$ cat src/rtl/fmm_pkg.sv
package fmm_pkg;
  localparam int DATA_W = 64;
  localparam int DP_EXP = 11;
  localparam int DP_MAN = 52;
  localparam int SP_EXP = 8;
  localparam int SP_MAN = 23;
  localparam int N_PREC = 2;

  typedef enum logic [1:0] {
    POL_NUM_OLD  = 2'b00,
    POL_NAN_PROP = 2'b01,
    POL_NUM_NEW  = 2'b10,
    POL_RAW      = 2'b11
  } pol_e;

  typedef struct packed {
    logic sgn;
    logic is_nan;
    logic is_snan;
    logic is_zero;
  } fcls_t;

  function automatic int prec_exp(input int p);
    return (p == 0) ? DP_EXP : SP_EXP;
  endfunction

  function automatic int prec_man(input int p);
    return (p == 0) ? DP_MAN : SP_MAN;
  endfunction
endpackage

$ cat src/rtl/fmm_classify.sv
module fmm_classify
  import fmm_pkg::*;
#(
  parameter int EXP_W = 11,
  parameter int MAN_W = 52,
  localparam int W = 1 + EXP_W + MAN_W
) (
  input  logic [W-1:0] op_i,
  output fcls_t        cls_o,
  output logic [W-2:0] mag_o
);
  logic [EXP_W-1:0] exp_w;
  logic [MAN_W-1:0] man_w;

  assign exp_w = op_i[W-2 -: EXP_W];
  assign man_w = op_i[MAN_W-1:0];
  assign mag_o = op_i[W-2:0];

  always_comb begin
    cls_o.sgn     = op_i[W-1];
    cls_o.is_nan  = (&exp_w) && (|man_w);
    cls_o.is_snan = cls_o.is_nan && !man_w[MAN_W-1];
    cls_o.is_zero = ~|op_i[W-2:0];
  end
endmodule

$ cat src/rtl/fmm_order.sv
module fmm_order
  import fmm_pkg::*;
#(
  parameter int W = 64
) (
  input  fcls_t        cls_a_i,
  input  fcls_t        cls_b_i,
  input  logic [W-2:0] mag_a_i,
  input  logic [W-2:0] mag_b_i,
  output logic         lt_tot_o,
  output logic         gt_tot_o,
  output logic         lt_raw_o,
  output logic         gt_raw_o,
  output logic         mag_lt_o,
  output logic         mag_gt_o
);
  logic nan_any, zero_both;

  assign nan_any   = cls_a_i.is_nan | cls_b_i.is_nan;
  assign zero_both = cls_a_i.is_zero & cls_b_i.is_zero;
  assign mag_lt_o  = mag_a_i < mag_b_i;
  assign mag_gt_o  = mag_a_i > mag_b_i;

  // total order on non-NaN values, -0 below +0
  always_comb begin
    if (cls_a_i.sgn != cls_b_i.sgn) begin
      lt_tot_o = cls_a_i.sgn;
      gt_tot_o = cls_b_i.sgn;
    end else if (!cls_a_i.sgn) begin
      lt_tot_o = mag_lt_o;
      gt_tot_o = mag_gt_o;
    end else begin
      lt_tot_o = mag_gt_o;
      gt_tot_o = mag_lt_o;
    end
  end

  assign lt_raw_o = !nan_any && !zero_both && lt_tot_o;
  assign gt_raw_o = !nan_any && !zero_both && gt_tot_o;

  always_comb begin
    if (lt_raw_o) assert (!gt_raw_o);   // AST_ORDER_EXCL R7
  end
endmodule

$ cat src/rtl/fmm_select.sv
module fmm_select
  import fmm_pkg::*;
#(
  parameter int EXP_W = 11,
  parameter int MAN_W = 52,
  localparam int W = 1 + EXP_W + MAN_W
) (
  input  logic [3:0]   mode_i,
  input  logic [W-1:0] a_i,
  input  logic [W-1:0] b_i,
  input  fcls_t        cls_a_i,
  input  fcls_t        cls_b_i,
  input  logic         lt_tot_i,
  input  logic         gt_tot_i,
  input  logic         lt_raw_i,
  input  logic         gt_raw_i,
  input  logic         mag_lt_i,
  input  logic         mag_gt_i,
  output logic [W-1:0] res_o
);
  localparam logic [W-1:0] CANON = {1'b0, {EXP_W{1'b1}}, 1'b1, {(MAN_W-1){1'b0}}};

  logic       is_max, use_mag, nan_any, nan_both, snan_any;
  pol_e       pol;
  logic [W-1:0] ordered, base;

  assign is_max   = mode_i[3];
  assign use_mag  = mode_i[2];
  assign pol      = pol_e'(mode_i[1:0]);
  assign nan_any  = cls_a_i.is_nan | cls_b_i.is_nan;
  assign nan_both = cls_a_i.is_nan & cls_b_i.is_nan;
  assign snan_any = cls_a_i.is_snan | cls_b_i.is_snan;
  assign ordered  = (is_max ? gt_tot_i : lt_tot_i) ? a_i : b_i;

  always_comb begin
    unique case (pol)
      POL_NUM_OLD: begin
        if (snan_any || nan_both) base = CANON;
        else if (cls_a_i.is_nan)  base = b_i;
        else if (cls_b_i.is_nan)  base = a_i;
        else                      base = ordered;
      end
      POL_NAN_PROP: base = nan_any ? CANON : ordered;
      POL_NUM_NEW: begin
        if (nan_both)             base = CANON;
        else if (cls_a_i.is_nan)  base = b_i;
        else if (cls_b_i.is_nan)  base = a_i;
        else                      base = ordered;
      end
      default: base = (is_max ? gt_raw_i : lt_raw_i) ? a_i : b_i;
    endcase
  end

  // magnitude-first stage; equal magnitude or NaN falls back
  always_comb begin
    if (use_mag && !nan_any && (mag_lt_i || mag_gt_i))
      res_o = (is_max ? mag_gt_i : mag_lt_i) ? a_i : b_i;
    else
      res_o = base;
  end

  logic res_nan;
  assign res_nan = (&res_o[W-2 -: EXP_W]) && (|res_o[MAN_W-1:0]);

  always_comb begin
    assert (res_o == a_i || res_o == b_i || res_o == CANON);   // AST_RES_SOURCE R1
    if (pol != POL_RAW && res_nan) assert (res_o == CANON);     // AST_NAN_CANON R8
    if (pol == POL_RAW && nan_any) assert (res_o == b_i);       // AST_RAW_NAN_B R7
    if (pol == POL_NAN_PROP && nan_any) assert (res_nan);       // AST_PROP_NAN R4
  end
endmodule

$ cat src/rtl/fmm_core.sv
module fmm_core
  import fmm_pkg::*;
#(
  parameter int EXP_W = 11,
  parameter int MAN_W = 52,
  localparam int W = 1 + EXP_W + MAN_W
) (
  input  logic [3:0]   mode_i,
  input  logic [W-1:0] a_i,
  input  logic [W-1:0] b_i,
  output logic [W-1:0] res_o,
  output logic         snan_o
);
  fcls_t        cls_a, cls_b;
  logic [W-2:0] mag_a, mag_b;
  logic         lt_tot, gt_tot, lt_raw, gt_raw, mag_lt, mag_gt;

  fmm_classify #(.EXP_W(EXP_W), .MAN_W(MAN_W)) u_cls_a (
    .op_i(a_i), .cls_o(cls_a), .mag_o(mag_a));
  fmm_classify #(.EXP_W(EXP_W), .MAN_W(MAN_W)) u_cls_b (
    .op_i(b_i), .cls_o(cls_b), .mag_o(mag_b));

  fmm_order #(.W(W)) u_order (
    .cls_a_i(cls_a), .cls_b_i(cls_b), .mag_a_i(mag_a), .mag_b_i(mag_b),
    .lt_tot_o(lt_tot), .gt_tot_o(gt_tot), .lt_raw_o(lt_raw), .gt_raw_o(gt_raw),
    .mag_lt_o(mag_lt), .mag_gt_o(mag_gt));

  fmm_select #(.EXP_W(EXP_W), .MAN_W(MAN_W)) u_sel (
    .mode_i(mode_i), .a_i(a_i), .b_i(b_i), .cls_a_i(cls_a), .cls_b_i(cls_b),
    .lt_tot_i(lt_tot), .gt_tot_i(gt_tot), .lt_raw_i(lt_raw), .gt_raw_i(gt_raw),
    .mag_lt_i(mag_lt), .mag_gt_i(mag_gt), .res_o(res_o));

  assign snan_o = cls_a.is_snan | cls_b.is_snan;
endmodule

$ cat src/rtl/fp_minmax_unit.sv
module fp_minmax_unit
  import fmm_pkg::*;
(
  input  logic [63:0] a_i,
  input  logic [63:0] b_i,
  input  logic [3:0]  mode_i,
  input  logic        rec_i,
  input  logic        sp_i,
  output logic [63:0] res_o,
  output logic        vxsnan_o,
  output logic        fx_o,
  output logic [3:0]  cr_o
);
  logic [DATA_W-1:0] res_w  [N_PREC];
  logic              snan_w [N_PREC];

  for (genvar p = 0; p < N_PREC; p++) begin : g_prec
    localparam int EW = prec_exp(p);
    localparam int MW = prec_man(p);
    localparam int PW = 1 + EW + MW;
    logic [PW-1:0] res_p;

    fmm_core #(.EXP_W(EW), .MAN_W(MW)) u_core (
      .mode_i(mode_i), .a_i(a_i[PW-1:0]), .b_i(b_i[PW-1:0]),
      .res_o(res_p), .snan_o(snan_w[p]));

    if (PW < DATA_W) begin : g_ext
      assign res_w[p] = {{(DATA_W-PW){1'b0}}, res_p};
    end else begin : g_full
      assign res_w[p] = res_p;
    end
  end

  assign res_o    = sp_i ? res_w[1] : res_w[0];
  assign vxsnan_o = sp_i ? snan_w[1] : snan_w[0];
  assign fx_o     = vxsnan_o;
  assign cr_o     = rec_i ? {fx_o, vxsnan_o, 2'b00} : 4'b0000;

  always_comb begin
    if (!rec_i) assert (cr_o == 4'b0000);          // AST_CR_IDLE R10
    if (sp_i) assert (res_o[63:32] == 32'h0);       // AST_SP_UPPER R11
    assert (fx_o == vxsnan_o);                      // AST_FLAG_SUM R9
  end
endmodule

$ cat config.mk
export PLATFORM = sky130hd
export DESIGN_NAME = fp_minmax_unit
export DESIGN_NICKNAME = d
export VERILOG_FILES = /design/src/rtl/fmm_pkg.sv /design/src/rtl/fmm_classify.sv /design/src/rtl/fmm_order.sv /design/src/rtl/fmm_select.sv /design/src/rtl/fmm_core.sv /design/src/rtl/fp_minmax_unit.sv
export SDC_FILE = /design/constraint.sdc
export NUM_CORES = 1
export LEC_CHECK = 0
export ABC_AREA = 1
export BUFFER_PORTS_ARGS = -buffer_cell sky130_fd_sc_hd__clkbuf_2
export CORE_UTILIZATION = 35
export DETAILED_ROUTE_END_ITERATION = 12
export PLACE_DENSITY_LB_ADDON = 0.3
export SLEW_MARGIN = 30
export SYNTH_ARGS = -nofsm -noshare
export SYNTH_HDL_FRONTEND = slang
export SYNTH_SLANG_ARGS = --single-unit
$ cat constraint.sdc
create_clock -name vclk -period 5.1
set_clock_uncertainty 0.05 [all_clocks]
set_input_delay 0 -clock vclk [all_inputs]
set_output_delay 0 -clock vclk [all_outputs]
set_load 0.005 [all_outputs]
# Yosys cells after proc, flatten, opt, wreduce, memory -nomap -nowiden
# Index checks and enable logic that the tools add are counted.
# classes
add_sub_neg,0
n_mul,0
div_mod_pow,0
n_lt_le_gt_ge,4
eq_ne,4
shift,0
mux,37
n_bitwise,8
n_reduce_logical,47
# op_table
op,count
two-way mux 64 bit,10
two-way mux 32 bit,9
case mux 64 bit (3 select lines),1
OR reduction 63 bit,2
OR reduction 52 bit,2
case mux 32 bit (3 select lines),1
greater-than comparator 63 bit,1
< comparator 63 bit,1
OR reduction 31 bit,2
OR reduction 23 bit,2
greater-than comparator 31 bit,1
< comparator 31 bit,1
AND reduction 11 bit,2
logical AND 1 bit,18
AND reduction 8 bit,2
two-way mux 1 bit,15
logical NOT 1 bit,12
AND 1 bit,4
logical OR 1 bit,4
two-way mux 4 bit,1
bitwise OR 1 bit,4
equality test 2 x 1 -> 1 bit (second input constant),1
equality test 2 bit (second input constant),1
logical NOT 2 bit,1
!= test 1 bit,2
# word_totals
ff_bits,0
latchBits,0
ramBits,0
romBits,0
in_bits,134
out_inout_bits,70
wordCells,100
memories,0

# Longest topological paths before layout
# depth
word_depth,11
ltp_mapped,25
ltp_nobuf,24

# Modules after synthesis
# A second synthesis with hierarchy kept.
# unflattened
cells_unflattened,2887
area_unflattened_um2,14044.7
# modules_own_cells
module,n_inst,cells_each,area_each_um2,seq_area_each_um2
fmm_select (g_prec[0].u_core.u_sel),1,1282,5537.8,0.0
fmm_select (g_prec[1].u_core.u_sel),1,545,2661.3,0.0
fmm_order (g_prec[0].u_core.u_order),1,320,1896.8,0.0
fmm_classify (g_prec[0].u_core.u_cls_a ...),2,127,739.5,0.0
fmm_order (g_prec[1].u_core.u_order),1,168,958.4,0.0
fp_minmax_unit,1,184,745.7,0.0
fmm_classify (g_prec[1].u_core.u_cls_a ...),2,64,371.6,0.0
fmm_core,2,3,11.3,0.0

# Worst setup path before layout
# Ideal clock, no wire load.
# synth_timing
path_type,input port to output port
start,in b_i[28]
end,out res_o[17]
arrival_ns,2.217
setup_slack_ns,2.833
cell_stages,21
path_buffers,2
path_cell_list,clkinv_1 -> ha_1 -> a21oi_1 -> nor2_1 -> nor2_1 -> nand2_1 -> a21oi_1 -> nand2_2 -> a21oi_1 -> nand2_2 -> nand2_1 -> nand2_1 -> buf_4 -> buf_6 -> a21oi_1 -> o21ai_0 -> nand2_1 -> nand2_1 -> nand2_1 -> nand2_1 -> inv_1
# synth_between
elab_chain_len,11
elab_cells_between_ends,75
cone_classes,4 x order compare; 35 x mux; 8 x bitwise; 28 x reduce/logical
# synth_rtl
item,line_no,source
from (decl),fp_minmax_unit.sv:5,"input logic [63:0] b_i,"
< comparator 63 bit (tied with other cells),fmm_order.sv:21,assign mag_lt_o = mag_a_i < mag_b_i;
two-way mux 1 bit (tied with other cells),fmm_order.sv:29,end else if (!cls_a_i.sgn) begin
two-way mux 1 bit (tied with other cells),fmm_order.sv:26,if (cls_a_i.sgn != cls_b_i.sgn) begin
two-way mux 1 bit (tied with other cells),fmm_select.sv:33,assign ordered = (is_max ? gt_tot_i : lt_tot_i) ? a_i : b_i;
two-way mux 64 bit (tied with other cells),fmm_select.sv:33,
two-way mux 64 bit (tied with other cells),"fmm_select.sv:40, fmm_select.sv:47",
two-way mux 64 bit (tied with other cells),fmm_select.sv:39,else if (cls_a_i.is_nan) base = b_i;
two-way mux 64 bit (tied with other cells),fmm_select.sv:45,if (nan_both) base = CANON;
case mux 64 bit (3 select lines) or case mux 32 bit (3 select lines) (tied branches),fmm_select.sv:36,unique case (pol)
two-way mux 64 bit or two-way mux 32 bit (tied branches),fmm_select.sv:56,if (use_mag && !nan_any && (mag_lt_i || mag_gt_i))
two-way mux 64 bit *,fp_minmax_unit.sv:34,assign res_o = sp_i ? res_w[1] : res_w[0];
to (decl),fp_minmax_unit.sv:9,"output logic [63:0] res_o,"
# Every way passes the cells marked *; elsewhere a longest branch is shown, timed or not.

# Worst setup path after layout
# layout_timing
start,in a_i[1]
end,out res_o[5]
# layout_between
elab_chain_len,11
elab_cells_between_ends,75
cone_classes,4 x order compare; 35 x mux; 8 x bitwise; 28 x reduce/logical
# layout_rtl
item,line_no,source
from (decl),fp_minmax_unit.sv:4,"input logic [63:0] a_i,"
< comparator 63 bit (tied with other cells),fmm_order.sv:21,
two-way mux 1 bit (tied with other cells),fmm_order.sv:29,
two-way mux 1 bit (tied with other cells),fmm_order.sv:26,
two-way mux 1 bit (tied with other cells),fmm_select.sv:33,
two-way mux 64 bit (tied with other cells),fmm_select.sv:33,
two-way mux 64 bit (tied with other cells),"fmm_select.sv:40, fmm_select.sv:47",
two-way mux 64 bit (tied with other cells),fmm_select.sv:39,
two-way mux 64 bit (tied with other cells),fmm_select.sv:45,
case mux 64 bit (3 select lines) or case mux 32 bit (3 select lines) (tied branches),fmm_select.sv:36,
two-way mux 64 bit or two-way mux 32 bit (tied branches),fmm_select.sv:56,
two-way mux 64 bit *,fp_minmax_unit.sv:34,
# Marked as above.

==> impl_summary.md <==
Timing
The post-route worst hold slack is between 0.2 and 0.25 ns. The clock period could shrink to about 4.3 ns. The actual transition at the worst max-transition pin is around 1.0 ns. The final worst-path setup slack is 0.849 ns. For this run, the top clock speed supported by timing is 235 MHz. The final-layout setup total negative slack is 0 ns. The relative slew slack is between 30 and 40%. The final count of negative-setup-slack endpoints is 0. The final hold violation count is 0.

The final critical path takes up 83.4% of the cycle. Setup repair after global routing left no endpoint under its margin. The count of pins over their slew limit is 0.

Setup path
The worst endpoint required time is around 5 ns. The sort of element at the end of the critical path is an output pin. The critical path arrival is roughly 4.2 ns. The worst setup path is of the primary input to output pin kind. The critical path launch point type is a primary input. In this run the worst path has a maximum fanout of 68.

Synth
The register area share after synthesis is 0%. The gate count after technology mapping is 2,124. The cell area that synthesis handed to floorplanning was just over 10,000 sq um. The largest area contributor in the synthesized netlist is sky130_fd_sc_hd__nand2_1. The area share of the largest cell type after synthesis is a little over a fifth. A synthesized cell averages 4.88 sq um. Yosys mapped the design onto between 40 and 50 distinct sky130hd cell types. Yosys printed 0 warnings. Sorting the synthesized cells by area gives the leading types as sky130_fd_sc_hd__nand2_1 (21%), sky130_fd_sc_hd__a21oi_1 (13%), sky130_fd_sc_hd__nand3_1 (10%), sky130_fd_sc_hd__o21ai_0 (9.8%), sky130_fd_sc_hd__ha_1 (7.6%).

CTS
The post-CTS setup buffer count is 0. The hold buffer count at CTS is 0. The post-cts resize count is 0.

Floorplanning
The region available for standard cell placement spans roughly 29,000 sq um. Measured along the x axis, the die boundary spans between 150 and 200 um. The die covers a little over 30,000 sq um.

In this run the count of I/O pins placed on the die edge is roughly 200. The initial core utilization is 35.9%. The number of placement rows is slightly above 60.

The die is between 150 and 200 um tall.

Power and ir drop
The leakage power summed over all cells is 0.00566 uW. The highest ir drop seen on vdd is 77.4 uV. Power spread over the standard cell area amounts to 120 nW/um^2.

Final layout
Relative to the synthesized area, the layout overhead comes to 9.37%. The final layout contains a sequential cell count of 0. Of the cells placed in the final design, the portion with a size suffix greater than 1 is 14.6%. The multi-input combinational cell area is roughly 8900 sq um. Excluding fillers, the count of instances in the completed layout stands at ~2,600. The storage element area is 0 sq um. The final-layout clock buffer total is 0. The final layout net count is 2,395. After filler insertion, the fill cell instance count of the layout stands at 3,278.

GRT
The pin count of the biggest net entering global routing is 71. The initial antenna violation count came to 2. For this run the aggregate overflow at the end of global routing stands at 0. The first global-routing pass estimated 76,000 um of wire. The via count of the first global-routing pass is 14,100. Global routing consumed, over all layers together, 30.5% of the routing resources.

Placement
The half-perimeter wire length of the detailed placement result is 32,800 um. The congestion estimate from routability-driven global placement came to slightly below 1. Before CTS, the worst setup slack after placement is around 1.1 ns. The post-placement cell count is between 2,000 and 3,000. Buffers placed on the I/O ports in this run total between 200 and 250.

Min path
The path type of the worst min-delay path is primary input to output pin.

Detailed routing
The count of unresolved DRC violations after routing is 0. The number of design-rule violations left by the first detailed-router iteration is between 2,000 and 2,500. The routed length per instance is 18.9 um.

The final wirelength is 48,700 um. The detailed-route vias per instance is a little over 6. The post-route antenna net violation count is 0. The number of search-and-repair iterations in the first detailed-routing pass is 6. The total number of vias is between 15,000 and 20,000.

Run
The number of max-cap violations is 0.

Outcome
The run finished with clean final reports.
## power breakdown
group	internal, uW	switching, uW
registers	0	0
clock network	0.0000262	0
logic	427	939
total	427	939
## placed cells by master, fill, tap and decap left out, types with 11 or more instances in the layout
master,instances
sky130_fd_sc_hd__inv_1,134
sky130_fd_sc_hd__buf_4,23
sky130_fd_sc_hd__ha_1,63
sky130_fd_sc_hd__nor2_1,142
sky130_fd_sc_hd__nand4_1,50
sky130_fd_sc_hd__inv_2,60
sky130_fd_sc_hd__nand2_2,12
sky130_fd_sc_hd__nor3_1,11
sky130_fd_sc_hd__a21oi_1,265
sky130_fd_sc_hd__o211ai_1,35
sky130_fd_sc_hd__o21ai_0,203
sky130_fd_sc_hd__o22ai_1,77
sky130_fd_sc_hd__nor4_1,16
sky130_fd_sc_hd__nand3_1,209
sky130_fd_sc_hd__nand2_1,575
sky130_fd_sc_hd__o21ai_1,79
sky130_fd_sc_hd__clkbuf_2,202
## metrics by stage
stage | utilization, % | cell area (sq um) | total power, uW
finish | 39.2 | 11300 | 1370
global route | 39.2 | 11300 | 1510
CTS | 39.2 | 11300 | 1330
detailed placement | 39.2 | 11300 | 1320
global placement | 39.2 | 11300 | 1310
floorplan | - | 10400 | 911
## cells in the mapped netlist
| cell type | count |
|---|---|
| sky130_fd_sc_hd__a21oi_1 | 265 |
| sky130_fd_sc_hd__o21ai_1 | 80 |
| sky130_fd_sc_hd__o21ai_2 | 1 |
| sky130_fd_sc_hd__o22ai_1 | 77 |
| sky130_fd_sc_hd__nand2_8 | 1 |
| sky130_fd_sc_hd__nor2_8 | 1 |
| sky130_fd_sc_hd__nor2_1 | 142 |
| sky130_fd_sc_hd__nand4_1 | 50 |
| sky130_fd_sc_hd__o211ai_2 | 3 |
| sky130_fd_sc_hd__nand2_1 | 576 |
| sky130_fd_sc_hd__ha_1 | 63 |
| sky130_fd_sc_hd__nand3_2 | 1 |
| sky130_fd_sc_hd__o21ai_4 | 1 |
| sky130_fd_sc_hd__o21a_1 | 3 |
| sky130_fd_sc_hd__inv_1 | 134 |
| sky130_fd_sc_hd__xor2_1 | 1 |
| sky130_fd_sc_hd__a21oi_2 | 1 |
| sky130_fd_sc_hd__nand2_4 | 3 |
| sky130_fd_sc_hd__buf_1 | 14 |
| sky130_fd_sc_hd__clkinv_1 | 4 |
| sky130_fd_sc_hd__nor3_2 | 1 |
| sky130_fd_sc_hd__o21ai_0 | 203 |
| sky130_fd_sc_hd__nor3_1 | 11 |
| sky130_fd_sc_hd__o211ai_1 | 35 |
| sky130_fd_sc_hd__inv_2 | 62 |
| sky130_fd_sc_hd__nor4_1 | 16 |
| sky130_fd_sc_hd__and3_1 | 2 |
| sky130_fd_sc_hd__buf_2 | 42 |
| sky130_fd_sc_hd__clkbuf_2 | 1 |
| sky130_fd_sc_hd__a31oi_1 | 2 |
| sky130_fd_sc_hd__buf_4 | 18 |
| sky130_fd_sc_hd__nand2_2 | 11 |
| sky130_fd_sc_hd__buf_6 | 10 |
| sky130_fd_sc_hd__clkbuf_1 | 72 |
| sky130_fd_sc_hd__xnor2_1 | 1 |
| sky130_fd_sc_hd__inv_4 | 1 |
| sky130_fd_sc_hd__conb_1 | 1 |
| sky130_fd_sc_hd__a21o_1 | 2 |
| sky130_fd_sc_hd__nand3_1 | 209 |
| sky130_fd_sc_hd__nand3_4 | 1 |
| sky130_fd_sc_hd__nor2_2 | 2 |
## per-layer routing
metal  GRT usage (%)  wire length (um)
met2            47.4             21400
met3            3.98              5660
met1            41.4             19700
met4            14.0              2020
met5               0                13
## layout make-up
class	count	share of cell area, %
inverter	201	6.73
tap	384	4.23
timing repair buffer	228	11.0
multi-input combinational	1767	78.1
antenna	1	0.0221
## worst paths after layout
check,startpoint,endpoint,cells after the start
worst max-delay path,a_i[1],res_o[5],21
worst min-delay path,rec_i,cr_o[2],4
## worst max-delay path: stages
cell                       delay (ns)
sky130_fd_sc_hd__clkbuf_2        0.18
sky130_fd_sc_hd__inv_2           0.14
sky130_fd_sc_hd__nand4_1         0.09
sky130_fd_sc_hd__nor2_1          0.26
sky130_fd_sc_hd__nand2_1         0.14
sky130_fd_sc_hd__nor2_2          0.17
sky130_fd_sc_hd__nand2_2         0.10
sky130_fd_sc_hd__nand2_4         0.10
sky130_fd_sc_hd__buf_4           0.77
sky130_fd_sc_hd__nor2_1          0.08
sky130_fd_sc_hd__nor2_1          0.14
sky130_fd_sc_hd__nand2_2         0.58
sky130_fd_sc_hd__buf_12          0.44
sky130_fd_sc_hd__nor2_1          0.19
sky130_fd_sc_hd__nor2_1          0.05
sky130_fd_sc_hd__o21ai_0         0.27
sky130_fd_sc_hd__nand3_1         0.12
sky130_fd_sc_hd__nand2_1         0.07
sky130_fd_sc_hd__nand2_1         0.05
sky130_fd_sc_hd__nand2_1         0.09
sky130_fd_sc_hd__clkbuf_2        0.11
## kinds of logic after synthesis
| group | share of synthesized area, % |
|---|---|
| and+or+nand+nor | 42.5 |
| buffers and inverters | 14.9 |
| xor gates and xnor gates | 0.169 |
| other | 0.0361 |
| AOI/OAI and AO/OA | 34.8 |
| adders and majority gates | 7.60 |
(Power assumes the default switching activity.)
